==> src/rtl/cstop_pkg.sv <==
package cstop_pkg;

    typedef enum logic [2:0] {
        ST_RUN       = 3'd0,
        ST_STOP_PEND = 3'd1,
        ST_STOPPED   = 3'd2,
        ST_PD_PEND   = 3'd3,
        ST_PD        = 3'd4,
        ST_RESUME    = 3'd5
    } seq_state_e;

    typedef enum logic [1:0] {
        PM_RUN     = 2'd0,
        PM_PARK    = 2'd1,
        PM_PARK_X2 = 2'd2,
        PM_FLOAT   = 2'd3
    } pair_mode_e;

endpackage

==> src/rtl/cstop_sync.sv <==
module cstop_sync #(
    parameter int   WIDTH  = 2,
    parameter int   STAGES = 2,
    parameter logic IDLE   = 1'b1
) (
    input  logic             clk,
    input  logic             rst_n,
    input  logic [WIDTH-1:0] async_i,
    output logic [WIDTH-1:0] sync_o
);

    for (genvar b = 0; b < WIDTH; b++) begin : g_bit
        logic [STAGES-1:0] chain_d, chain_q;

        always_comb begin
            chain_d = {chain_q[STAGES-2:0], async_i[b]};
        end

        always_ff @(posedge clk or negedge rst_n) begin
            if (!rst_n) chain_q <= {STAGES{IDLE}};
            else        chain_q <= chain_d;
        end

        assign sync_o[b] = chain_q[STAGES-1];
    end

endmodule

==> src/rtl/cstop_fsm.sv <==
module cstop_fsm
    import cstop_pkg::*;
#(
    parameter int RESUME_CYC = 2
) (
    input  logic       clk,
    input  logic       rst_n,
    input  logic       pd_act,
    input  logic       stop_act,
    output seq_state_e st_o,
    output logic       eff_stop_o
);

    localparam int CW = (RESUME_CYC > 1) ? $clog2(RESUME_CYC) : 1;
    localparam logic [CW-1:0] CNT_LOAD = CW'(RESUME_CYC - 1);

    typedef struct packed {
        seq_state_e    st;
        logic          was_stop;
        logic [CW-1:0] cnt;
    } fsm_t;

    fsm_t r_d, r_q;

    always_comb begin
        r_d = r_q;
        unique case (r_q.st)
            ST_RUN: begin
                if (pd_act) begin
                    r_d.st       = ST_PD_PEND;
                    r_d.was_stop = 1'b0;
                end else if (stop_act) begin
                    r_d.st = ST_STOP_PEND;
                end
            end
            ST_STOP_PEND: begin
                if (pd_act) begin
                    r_d.st       = ST_PD_PEND;
                    r_d.was_stop = 1'b0;
                end else if (!stop_act) begin
                    r_d.st = ST_RUN;
                end else begin
                    r_d.st = ST_STOPPED;
                end
            end
            ST_STOPPED: begin
                if (pd_act) begin
                    r_d.st       = ST_PD_PEND;
                    r_d.was_stop = 1'b1;
                end else if (!stop_act) begin
                    r_d.st  = ST_RESUME;
                    r_d.cnt = CNT_LOAD;
                end
            end
            ST_PD_PEND: begin
                if (pd_act) begin
                    r_d.st = ST_PD;
                end else if (r_q.was_stop) begin
                    if (stop_act) begin
                        r_d.st = ST_STOPPED;
                    end else begin
                        r_d.st  = ST_RESUME;
                        r_d.cnt = CNT_LOAD;
                    end
                end else if (stop_act) begin
                    r_d.st = ST_STOP_PEND;
                end else begin
                    r_d.st = ST_RUN;
                end
            end
            ST_PD: begin
                if (!pd_act) begin
                    if (stop_act) begin
                        r_d.st = ST_STOPPED;
                    end else begin
                        r_d.st  = ST_RESUME;
                        r_d.cnt = CNT_LOAD;
                    end
                end
            end
            ST_RESUME: begin
                if (pd_act) begin
                    r_d.st       = ST_PD_PEND;
                    r_d.was_stop = 1'b0;
                end else if (stop_act) begin
                    r_d.st = ST_STOP_PEND;
                end else if (r_q.cnt == '0) begin
                    r_d.st = ST_RUN;
                end else begin
                    r_d.cnt = r_q.cnt - 1'b1;
                end
            end
            default: r_d.st = ST_RUN;
        endcase
    end

    always_ff @(posedge clk or negedge rst_n) begin
        if (!rst_n) r_q <= '{st: ST_RUN, was_stop: 1'b0, cnt: '0};
        else        r_q <= r_d;
    end

    assign st_o       = r_q.st;
    assign eff_stop_o = (r_q.st == ST_STOPPED) || ((r_q.st == ST_PD_PEND) && r_q.was_stop);

endmodule

==> src/rtl/cstop_pair.sv <==
module cstop_pair
    import cstop_pkg::*;
#(
    parameter int NPAIR = 2
) (
    input  logic               clk,
    input  logic               rst_n,
    input  seq_state_e         st,
    input  logic               eff_stop,
    input  logic [NPAIR-1:0]   freerun,
    input  logic               stop_float,
    input  logic               pd_float,
    output logic [2*NPAIR-1:0] mode_o
);

    for (genvar p = 0; p < NPAIR; p++) begin : g_pair
        logic       held_d, held_q;
        pair_mode_e mode;

        always_comb begin
            if (st == ST_PD)                                  held_d = 1'b1;
            else if (eff_stop)                                held_d = ~freerun[p];
            else if (st == ST_RESUME || st == ST_PD_PEND)     held_d = held_q;
            else                                              held_d = 1'b0;

            if (st == ST_PD)
                mode = pd_float ? PM_FLOAT : PM_PARK_X2;
            else if (eff_stop)
                mode = freerun[p] ? PM_RUN : (stop_float ? PM_FLOAT : PM_PARK);
            else if ((st == ST_RESUME || st == ST_PD_PEND) && held_q)
                mode = PM_PARK;
            else
                mode = PM_RUN;
        end

        always_ff @(posedge clk or negedge rst_n) begin
            if (!rst_n) held_q <= 1'b0;
            else        held_q <= held_d;
        end

        assign mode_o[2*p +: 2] = mode;
    end

endmodule

==> src/rtl/cstop_hold.sv <==
module cstop_hold #(
    parameter int NGRP = 5
) (
    input  logic            clk,
    input  logic            rst_n,
    input  logic [NGRP-1:0] want,
    input  logic [NGRP-1:0] lvl,
    output logic [NGRP-1:0] hold_o
);

    for (genvar g = 0; g < NGRP; g++) begin : g_grp
        logic hold_d, hold_q;

        always_comb begin
            if (want[g]) hold_d = hold_q | ~lvl[g];
            else         hold_d = hold_q & lvl[g];
        end

        always_ff @(posedge clk or negedge rst_n) begin
            if (!rst_n) hold_q <= 1'b0;
            else        hold_q <= hold_d;
        end

        assign hold_o[g] = hold_q;
    end

endmodule

==> src/rtl/cstop_seq.sv <==
module cstop_seq
    import cstop_pkg::*;
#(
    parameter int NPAIR       = 2,
    parameter int NGRP        = 5,
    parameter int SYNC_STAGES = 2,
    parameter int RESUME_CYC  = 2
) (
    input  logic               clk,
    input  logic               rst_n,
    input  logic               cpu_stop_n,
    input  logic               pd_n,
    input  logic               cfg_stop_float,
    input  logic               cfg_pd_float,
    input  logic [NPAIR-1:0]   cfg_pair_freerun,
    input  logic               cfg_grp_stop_en,
    input  logic               cfg_single_stop_en,
    input  logic [NGRP-1:0]    grp_lvl,
    output logic [2*NPAIR-1:0] pair_mode,
    output logic [NGRP-1:0]    grp_hold_lo,
    output logic [2:0]         state_o
);

    localparam int REQ_W = 2;

    logic [REQ_W-1:0] req_s;
    seq_state_e       st;
    logic             eff_stop;
    logic [NGRP-1:0]  want;

    cstop_sync #(.WIDTH(REQ_W), .STAGES(SYNC_STAGES), .IDLE(1'b1)) u_sync (
        .clk     (clk),
        .rst_n   (rst_n),
        .async_i ({pd_n, cpu_stop_n}),
        .sync_o  (req_s)
    );

    cstop_fsm #(.RESUME_CYC(RESUME_CYC)) u_fsm (
        .clk        (clk),
        .rst_n      (rst_n),
        .pd_act     (~req_s[1]),
        .stop_act   (~req_s[0]),
        .st_o       (st),
        .eff_stop_o (eff_stop)
    );

    cstop_pair #(.NPAIR(NPAIR)) u_pair (
        .clk        (clk),
        .rst_n      (rst_n),
        .st         (st),
        .eff_stop   (eff_stop),
        .freerun    (cfg_pair_freerun),
        .stop_float (cfg_stop_float),
        .pd_float   (cfg_pd_float),
        .mode_o     (pair_mode)
    );

    for (genvar g = 0; g < NGRP; g++) begin : g_want
        if (g == 0) begin : g_trio
            assign want[g] = (st == ST_PD) || (eff_stop && cfg_grp_stop_en);
        end else if (g == 1) begin : g_single
            assign want[g] = (st == ST_PD) || (eff_stop && cfg_single_stop_en);
        end else begin : g_other
            assign want[g] = (st == ST_PD);
        end
    end

    cstop_hold #(.NGRP(NGRP)) u_hold (
        .clk    (clk),
        .rst_n  (rst_n),
        .want   (want),
        .lvl    (grp_lvl),
        .hold_o (grp_hold_lo)
    );

    assign state_o = st;

endmodule

==> config.mk <==
export PLATFORM = sky130hd
export DESIGN_NAME = cstop_seq
export DESIGN_NICKNAME = d
export VERILOG_FILES = /design/src/rtl/cstop_pkg.sv /design/src/rtl/cstop_sync.sv /design/src/rtl/cstop_fsm.sv /design/src/rtl/cstop_pair.sv /design/src/rtl/cstop_hold.sv /design/src/rtl/cstop_seq.sv
export SDC_FILE = /design/constraint.sdc
export NUM_CORES = 1
export LEC_CHECK = 0
export ABC_AREA = 1
export BUFFER_PORTS_ARGS = -buffer_cell sky130_fd_sc_hd__buf_4
export CAP_MARGIN = 40
export CELL_PAD_IN_SITES_DETAIL_PLACEMENT = 0
export CELL_PAD_IN_SITES_GLOBAL_PLACEMENT = 1
export CORE_MARGIN = 8
export CORE_UTILIZATION = 37
export CTS_CLUSTER_DIAMETER = 150
export DETAILED_ROUTE_END_ITERATION = 6
export PLACE_DENSITY = 0.82
export SLEW_MARGIN = 20
export SYNTH_ARGS = -nofsm -noshare
export SYNTH_HDL_FRONTEND = slang
export SYNTH_SLANG_ARGS = --single-unit
==> constraint.sdc <==
create_clock -name clk -period 1.75 [get_ports clk]
set_clock_uncertainty 0.05 [all_clocks]
set_input_delay 0.0875 -clock clk [delete_from_list [all_inputs] [get_ports clk]]
set_output_delay 0.0875 -clock clk [all_outputs]
set_load 0.05 [all_outputs]
==> summary.txt <==
Routing
  – Vias per cell: 4.777
  – DR WL/cell: 13.24 um
  – DR vias: 965
  – First DRT Iteration DRCs: 45
  – # DRC: 0
  – Drt total wl: 2675 um
  – DRT Pass-1 Iters: 4
  – Post-route ant nets: 0

Critical path
  – R2R Path End: u_fsm.st_o[0]$_DFFE_PN0P_
  – Critical path required time: 1610 ps
  – FF-to-FF Start: u_sync.g_bit[0].chain_q[1]$_DFF_PN1_
  – R2R depth: 8
  – CP arrival: 1550 ps
  – Worst-path fanout max: 6
  – Crit path kind: flop to output pin
  – Crit path capture type: output pin
  – CP startpoint kind: flop
  – Flop2flop setup slack: 220 ps

GRT
  – GRT overflow: 0
  – Via count of the first global-routing pass: 996
  – Total Routing Usage GR: 0.1196
  – Pin count of the biggest net entering global routing: 17
  – Met1 Usage GRT: 0.1521
  – Antenna violations before repair: 0
  – First-pass GRT wire length: 4360 um
  – GR Layer Usage met2: 0.1940
  – Met3 GRT Util: 0.03393
  – Gr busiest metal: met2

Yosys
  – Unique cell type count in the Yosys netlist: 21
  – Mean Syn Cell Area: 7.773 um^2
  – Post-Synthesis Cell Area: 0.001026 mm^2
  – Post-Synthesis Net Count: 151
  – #FFs+latches synth: 16
  – Ys Warns: 0
  – Mapped Cells: 132
  – Post-synthesis sequential area ratio: 0.3951

Layout
  – Area growth syn-to-layout: 38.66%
  – Commonest non-fill, non-tap cells in the layout: nand2_1, buf_4, nand3_1
  – Area occupied by registers: 409.1 um^2
  – # diodes: 0
  – Final Cell Area: 0.001423 mm^2
  – Area occupied by multi-input gates: 489.2 um^2
  – # fillers: 250
  – Nets@finish: 191
  – Layout cell share with drive strength beyond 1: 0.3977
  – Post-Layout Cell Count: 202

Power and ir drop
  – Total power: 0.002347 W
  – Worst VDD drop: 0.001258 V
  – P per Cell Area: 1650 mW/mm^2
  – Pleak: 0.7399 nW

Place
  – I/O Buffers: 26
  – Hpwl dp: 1793 um
  – Pre-CTS WS: 137.9 ps
  – Placed instance count: 179
  – Area after DPL: 0.001177 mm^2
  – GP Congestion: 0.9004

CTS
  – TritonCTS clock tree: done
  – Root buf cell: clkbuf_4
  – CTS buffer count: 3
  – H-tree levels: 1
  – Clock sink total: 16
  – Clock latency on the worst-skew pair: 290 ps
  – CTS Buffer Depth: 2
  – Clk slew on worst S/H paths: 100 ps

STA
  – Max-slew violations: 0
  – Fin. Hold Viols: 0
  – FMAX: 591.3 MHz
  – RSZ-0062 raised after global routing: true
  – Slew Limit Headroom: 0.8378
  – Final count of negative-setup-slack endpoints: 0
  – Slew @ Worst Pin: 240.8 ps
  – Final worst slack: 58.81 ps
  – Time the worst path needs with I/O delays and setup: 1691 ps
  – Final worst-path cycle share: 0.9664

Hold path
  – Hold depth: 4
  – Hold path start: grp_lvl[1]
  – Hold Crit Class: primary input to flop

Job
  – MaxCap Viol Count: 0

Die
  – Die H: 68.66 um
  – Site Rows: 19
  – Core area: 0.002686 mm^2
  – I/O pin count: 27
  – Die width: 68.66 um
  – Full die area: 0.004714 mm^2
  – Starting Density: 0.3819

Status
  – Outcome: complete, no violations
per-stage QoR:
stage / util / hold slack [ps] / setup TNS [ps]
after floorplan: - / -258.1 / 0
after global placement: 0.4383 / -91.29 / 0
after detailed placement: 0.4383 / -88.96 / 0
after CTS: 0.5119 / 3.907 / 0
after global routing: 0.5296 / 4.551 / -97.76
final: 0.5296 / 11.39 / 0
worst max-delay path by stage:
| stage | start | end | slack [ps] | cells after the start |
|---|---|---|---|---|
| after floorplan | u_fsm.st_o[1]$_DFFE_PN0P_ | pair_mode[1] | 220 | 5 |
| after global placement | u_fsm.st_o[2]$_DFFE_PN0P_ | u_fsm.r_q[0]$_DFFE_PN0P_ | 170 | 7 |
| after detailed placement | u_fsm.st_o[0]$_DFFE_PN0P_ | pair_mode[2] | 140 | 5 |
| after CTS | u_fsm.st_o[0]$_DFFE_PN0P_ | pair_mode[3] | 10 | 6 |
| after global routing | u_fsm.st_o[0]$_DFFE_PN0P_ | pair_mode[2] | -50 | 6 |
| final | u_fsm.st_o[2]$_DFFE_PN0P_ | pair_mode[3] | 60 | 5 |
power breakdown:
group / internal (W) / switching, W
combinational: 0.000575 / 0.000917
sequential: 0.000485 / 0.000122
clock: 0.000127 / 0.000120
total: 0.00119 / 0.00116
synthesized netlist by cell type:
| master | number | area share |
|---|---|---|
| nand2_1 | 32 | 0.12 |
| inv_1 | 13 | 0.048 |
| nand3_1 | 13 | 0.063 |
| dfrtp_1 | 12 | 0.29 |
| buf_4 | 9 | 0.066 |
| nor2_1 | 9 | 0.033 |
| o21ai_0 | 8 | 0.039 |
| dfstp_2 | 4 | 0.10 |
| ha_1 | 4 | 0.049 |
| nand4_1 | 4 | 0.024 |
| nor2_2 | 4 | 0.024 |
| inv_2 | 3 | 0.011 |
| nand2_2 | 3 | 0.018 |
| o21ai_2 | 3 | 0.026 |
| a31oi_1 | 2 | 0.012 |
| buf_6 | 2 | 0.022 |
| o21ai_1 | 2 | 0.0098 |
| or2_4 | 2 | 0.017 |
| nor2_4 | 1 | 0.011 |
| o211ai_1 | 1 | 0.0073 |
| o31ai_1 | 1 | 0.0073 |
critical path, stage by stage (launching register included):
cell and delay [ps]:
dfrtp_2 480, nor2_4 150, o21ai_4 90, or2_4 250
o21ai_2 130, buf_6 170
timing repair:
action / 4_1_cts / 5_1_grt
resized for setup: 4 / 12
endpoints found under the hold margin: 23 / 0
hold buffers: 9 / 0
setup endpoints to repair: 4 / 4
pin swaps: 0 / 1
buffers inserted: 9 / 1
kinds of logic (layout without fill, tap and decap cells):
| kind of cell | after synthesis | in the layout | share of synthesized area |
|---|---|---|---|
| compound gates | 17 | 17 | 0.1012 |
| fa+ha+maj | 4 | 4 | 0.04878 |
| buf+inv | 27 | 66 | 0.1463 |
| flops | 16 | 16 | 0.3951 |
| simple gates | 68 | 68 | 0.3085 |
layout make-up:
class	count	share of cell area
timing repair buffer	46	0.2718
clock buffer	4	0.02551
multi-input combinational	89	0.3439
sequential	16	0.2876
tap	31	0.02726
inverter	16	0.04398
routing by layer:
metal,share of wire,wire (um),vias to the layer above
met4,0.0037,10,0
met5,0,0,-
met2,0.47,1264,25
met3,0.059,158,2
li1,-,-,492
met1,0.46,1242,446
Note: power is estimated with default switching activity, not from simulation.
